`src/rtl/ccrc_pkg.sv`:
```
package ccrc_pkg;

    localparam logic [31:0] CRC_POLY_REFL = 32'hEDB88320;
    localparam logic [31:0] CRC_PRESET    = 32'hFFFF_FFFF;
    localparam int          SAVE_WIN_BYTES = 128;
    localparam int          NUM_WIN        = 2;

    typedef enum logic [2:0] {
        ST_IDLE,
        ST_SETUP,
        ST_STREAM,
        ST_FINAL,
        ST_CMP,
        ST_NEXT,
        ST_FIN
    } ccrc_state_e;

    typedef enum logic {
        MODE_STORE  = 1'b0,
        MODE_VERIFY = 1'b1
    } ccrc_mode_e;

    // one byte through the reflected CRC-32, low bit first
    function automatic logic [31:0] crc_byte_step(input logic [31:0] c, input logic [7:0] b);
        logic [31:0] r;
        r = c ^ {24'd0, b};
        for (int k = 0; k < 8; k++) begin
            r = r[0] ? ((r >> 1) ^ CRC_POLY_REFL) : (r >> 1);
        end
        return r;
    endfunction

endpackage

```
`src/rtl/ccrc_crc_engine.sv`:
```
module ccrc_crc_engine
    import ccrc_pkg::*;
(
    input  logic        clk,
    input  logic        rst,
    input  logic        clr,
    input  logic        en,
    input  logic [7:0]  din,
    output logic [31:0] crc
);
    logic [31:0] crc_q;

    always_ff @(posedge clk) begin
        if (rst || clr) begin
            crc_q <= CRC_PRESET;
        end else if (en) begin
            crc_q <= crc_byte_step(crc_q, din);
        end
    end

    assign crc = crc_q;
endmodule

```
`config.mk`:
```
export PLATFORM = sky130hd
export DESIGN_NAME = ccrc_crc_engine
export DESIGN_NICKNAME = d
export VERILOG_FILES = /design/src/rtl/ccrc_pkg.sv /design/src/rtl/ccrc_crc_engine.sv
export SDC_FILE = /design/constraint.sdc
export NUM_CORES = 1
export LEC_CHECK = 0
export ABC_AREA = 1
export BUFFER_PORTS_ARGS = -buffer_cell sky130_fd_sc_hd__buf_4
export CAP_MARGIN = 5
export CORE_MARGIN = 1.5
export CORE_UTILIZATION = 50
export CTS_BUF_LIST = sky130_fd_sc_hd__clkbuf_8 sky130_fd_sc_hd__clkbuf_16
export DETAILED_ROUTE_END_ITERATION = 10
export PLACE_DENSITY = 0.73
export SYNTH_ARGS = -nofsm -noshare
export SYNTH_HDL_FRONTEND = slang
export SYNTH_SLANG_ARGS = --single-unit
```
`constraint.sdc`:
```
create_clock -name clk -period 3 [get_ports clk]
set_input_delay 0.15 -clock clk [delete_from_list [all_inputs] [get_ports clk]]
set_output_delay 0.15 -clock clk [all_outputs]
set_load 0.05 [all_outputs]
```
After elaboration in Yosys (flattened, before gate mapping)
Index checks and enable logic that the tools add are counted.

operators by class
  bitwise logic cells = 9
  reduce and logical (&&, ||, !) cells = 1
  muxes and demuxes = 8

operators with widths
  kind                          count
  two-way mux 32 bit            8
  NOT 13 -> 14 bit              8
  bitwise XOR 32 x 8 -> 32 bit  1
  logical OR 1 bit              1

word-level totals
  register bits = 32
  word-level logic and storage cells = 19
  input port bits = 12
  output and inout port bits = 32

Depth between registers and ports, before layout
  word-level depth = 17
  mapped depth = 13
  gate-level depth less buffers = 13

Least setup slack after synthesis
OpenSTA, ideal clock, no wires.

  path kind = flip-flop to flip-flop
  from = register crc_q[0], in the netlist crc[0]
  to = register crc_q[14], in the netlist crc[14]
  required time = 2885 ps
  arrival time = 1606 ps
  buffers on the path = 0
  stages on the path, launching flop included = 11
  period minus slack after synthesis = 1722 ps
  slack = 1278 ps
  library setup time = 115 ps
  path through = dfxtp_1 > nand2_1 > nand2_4 > nand2_4 > nand2_8 > inv_4 > or2_1 > nand2_1 > nand2_1 > nand3_1 > nand2_1

on the way
  cells in the longest elaborated chain, start to end = 12

ends and longest elaborated chain
  item                                 line                   text
  from (decl)                          ccrc_crc_engine.sv:11  logic [31:0] crc_q;
  from (signal assigned)               ccrc_crc_engine.sv:17  crc_q <= crc_byte_step(crc_q, din);
  bitwise XOR 32 x 8 -> 32 bit (*)     ccrc_pkg.sv:26         r = c ^ {24'd0, b};
  two-way mux 32 bit (*)               ccrc_pkg.sv:28         r = r[0] ? ((r >> 1) ^ CRC_POLY_REFL) : (r >> 1);
  NOT 13 -> 14 bit (no line)           -
  two-way mux 32 bit (*)               ccrc_pkg.sv:28
  NOT 13 -> 14 bit (no line)           -
  two-way mux 32 bit (*) (4 in a row)  ccrc_pkg.sv:28
  NOT 13 -> 14 bit (no line)           -
  two-way mux 32 bit (*) (2 in a row)  ccrc_pkg.sv:28

Every way passes the cells marked *; elsewhere a longest branch is shown, timed or not.
A chain may end at the register's enable or synchronous reset.

Final worst setup path
  from = register crc_q[5], in the netlist crc[5]
  to = register crc_q[24], in the netlist crc[24]

on the way
  cells in the longest elaborated chain, start to end = 10

ends and longest elaborated chain
  item                                 line
  bitwise XOR 32 x 8 -> 32 bit (*)     ccrc_pkg.sv:26
  two-way mux 32 bit (*) (7 in a row)  ccrc_pkg.sv:28
  NOT 13 -> 14 bit (no line)           -
  two-way mux 32 bit (*)               ccrc_pkg.sv:28

Marked as above.

==> impl_metrics.tcl <==
set metrics [dict create \
    initial_core_util_pct 51.8 \
    cts.sinks 32 \
    die-area_mm2 0.00489 \
    first_pass_iters 4 \
    antenna_cells 0 \
    numCtsBuffers 5 \
    cp_max_fo 8 \
    grt_max_degree 29 \
    ys_ff_latch 32 \
    routabilityCongestion 0.868 \
    status "complete, no violations" \
    maxSlewHeadroom_pct 68.2 \
    post-cts-setup-buffer-count 0 \
    maxCapViolations 0 \
    max_freq_mhz 663 \
    cts_tree "yes" \
    ctsHoldBuffers 0 \
    fin_skew_ps 9.54 \
    synth_top_area_share_pct 28.6 \
    grt-ovfl-total 0 \
    cts_resized 0 \
    drive_gt1_share_pct 28.3 \
    cpMostUsedCell "nand2_1" \
    slowest_stage "dfxtp_1" \
    async_flop_share_pct 0 \
    vias 2173 \
    crit_path_start_kind "flop" \
    synth_area_leaders "dfxtp_1 (29%), nand2_1 (17%), xor2_1 (9.0%), a21oi_1 (7.4%), nand2_4 (6.0%)" \
    finalSetupTns_ps 0 \
    power.density_mw_per_mm2 480 \
    place_hpwl_um 4070 \
    syn-num-nets 339 \
    fin_nets 382 \
    pin_count 44 \
    grt_pass1_vias 2050 \
    crit_path_end_kind "flop" \
    wire_per_inst_um 13.0 \
    numPortBuffers 43 \
    path_clk_slew_ps 70 \
    synth.cell_area_mm2 0.00224 \
    yosysTopAreaCell "dfxtp_1" \
    ys_seq_area_share_pct 28.6 \
    hold_viol_final 0 \
    wl_um 5470 \
    finalCritPeriodShare_pct 50.3 \
    fin_hold_ws_ps 164 \
    drtIter0Drc 127 \
    clkLatencyLatePin_ps 290 \
    largest_register_ff_count 32 \
    yosysUniqueCellTypes 29 \
    hold_path.class "in -> reg" \
    crit_type "reg -> reg" \
    synth_edf_count 0 \
    slew_viol_final 0 \
    rsz0062_at_grt "no" \
    ys.flop_type "dfxtp_1" \
    die_h_um 69.9 \
    fin_ws_ps 1490 \
    ir_drop_mv 0.331 \
    syn_inst 327 \
    area_growth_pct 19.3 \
    grt_first_pass_wirelength_um 9400 \
    tightest_slew_ps 476 \
    fp.dieW_um 69.9 \
    critical-path-max-stage-delay_ps 370 \
    syn-mean-instance-area_um2 6.85 \
    grt.total_usage_pct 23.9 \
    drt.antenna.violating_nets 0 \
    yosysWarningCount 0 \
    min_period_ps 1510 \
    cts_buffer_depth 2 \
    leakage_nw 1.28 \
    antenna_found_initial 0 \
    core-area_mm2 0.00432 \
    fillers 417 \
    post-route-drc-count 0 \
    crit_path_cell_trace "inv_1 > nand2_1 > nand2_4 > xnor2_1 > nand2_1 > nand2_1 > o21ai_1 > nand2_1 > nand2_1 > nand2_1" \
    post-place-ws_ps 1510 \
    setup_viol 0 \
    num_rows 24 \
    required_ps 3230 \
    via_per_inst 5.17 \
    root_buffer "clkbuf_8" \
    cp.arrival_ps 1740 \
    h-tree-depth 2 \
]
-- path summary, 6_finish.rpt --
kind	from	endpoint	slack, ps	depth (start not counted)
max	crc[5]$_SDFFE_PP1P_	crc[24]$_SDFFE_PP1P_	1490	10
min	rst	crc[7]$_SDFFE_PP1P_	160	3
max reg2reg	crc[5]$_SDFFE_PP1P_	crc[24]$_SDFFE_PP1P_	1490	10
min reg2reg	crc[10]$_SDFFE_PP1P_	crc[10]$_SDFFE_PP1P_	530	2
-- kinds of logic after synthesis --
group | after synthesis | share of synthesized area, %
flops | 32 | 28.6
simple gates | 167 | 37.1
xor+xnor | 31 | 12.8
compound gates | 58 | 14.9
buf+inv | 39 | 6.70
-- synthesized netlist by cell type (2+ instances only) --
master / number
nand2_1: 100
a21oi_1: 33
dfxtp_1: 32
xor2_1: 23
nand2_2: 20
nand3_1: 19
inv_1: 18
inv_2: 12
nand2_4: 12
o21ai_0: 12
nor2_1: 8
xnor2_1: 6
clkbuf_1: 5
o211ai_1: 5
o211ai_2: 3
o21ai_1: 3
buf_1: 2
or2_1: 2
or2_2: 2
-- stage by stage --
stage	total power, mW	cells	instance area [um2]	util, %
2_1_floorplan	0.873	327	2240	-
3_3_place_gp	0.986	415	2610	60.2
3_5_place_dp	0.992	415	2610	60.2
4_1_cts	1.29	420	2670	61.8
5_1_grt	1.36	420	2670	61.8
6_report	1.28	420	2670	61.8
-- report_power, final --
part,switching (mW),internal (mW),total [mW]
Sequential,0.0270,0.450,0.477
Clock,0.150,0.149,0.299
Combinational,0.340,0.168,0.508
Total,0.517,0.767,1.28
-- cell type report --
type / instances / area (um2) / share of cell area, %
multi-input combinational: 256 / 1450 / 54.2
sequential: 32 / 641 / 24.0
timing repair buffer: 44 / 330 / 12.4
inverter: 31 / 119 / 4.45
clock buffer: 5 / 68.8 / 2.57
tap: 52 / 65.1 / 2.43
-- layout by cell type (no fill, tap or decap), drive strengths merged --
cell type / netlist / final
nand4: 1 / 1
nand2: 133 / 133
dfxtp: 32 / 32
nand3: 19 / 19
inv: 31 / 31
nor2: 9 / 9
o21ai: 16 / 16
a21oi: 33 / 33
buf: 3 / 44
nand3b: 1 / 1
xnor2: 7 / 7
xor2: 24 / 24
clkbuf: 5 / 5
o211ai: 8 / 8
or2: 4 / 4
a211o: 1 / 1
-- worst max-delay path, delay by kind of cell (launching register included) --
family	cells	cell delay (ps)
AOI/OAI and AO/OA	1	60
xor gates and xnor gates	1	350
buffers and inverters	1	60
DFF	1	370
and+or+nand+nor	7	630
-- per-layer routing --
layer	share of wire (%)	global-route usage (%)	vias up
li1	-	-	1131
met1	46	31.4	966
met2	45	38.9	59
met3	6.8	3.75	17
met4	2.2	10.0	0
met5	0	0	-
(Power assumes the default switching activity.)
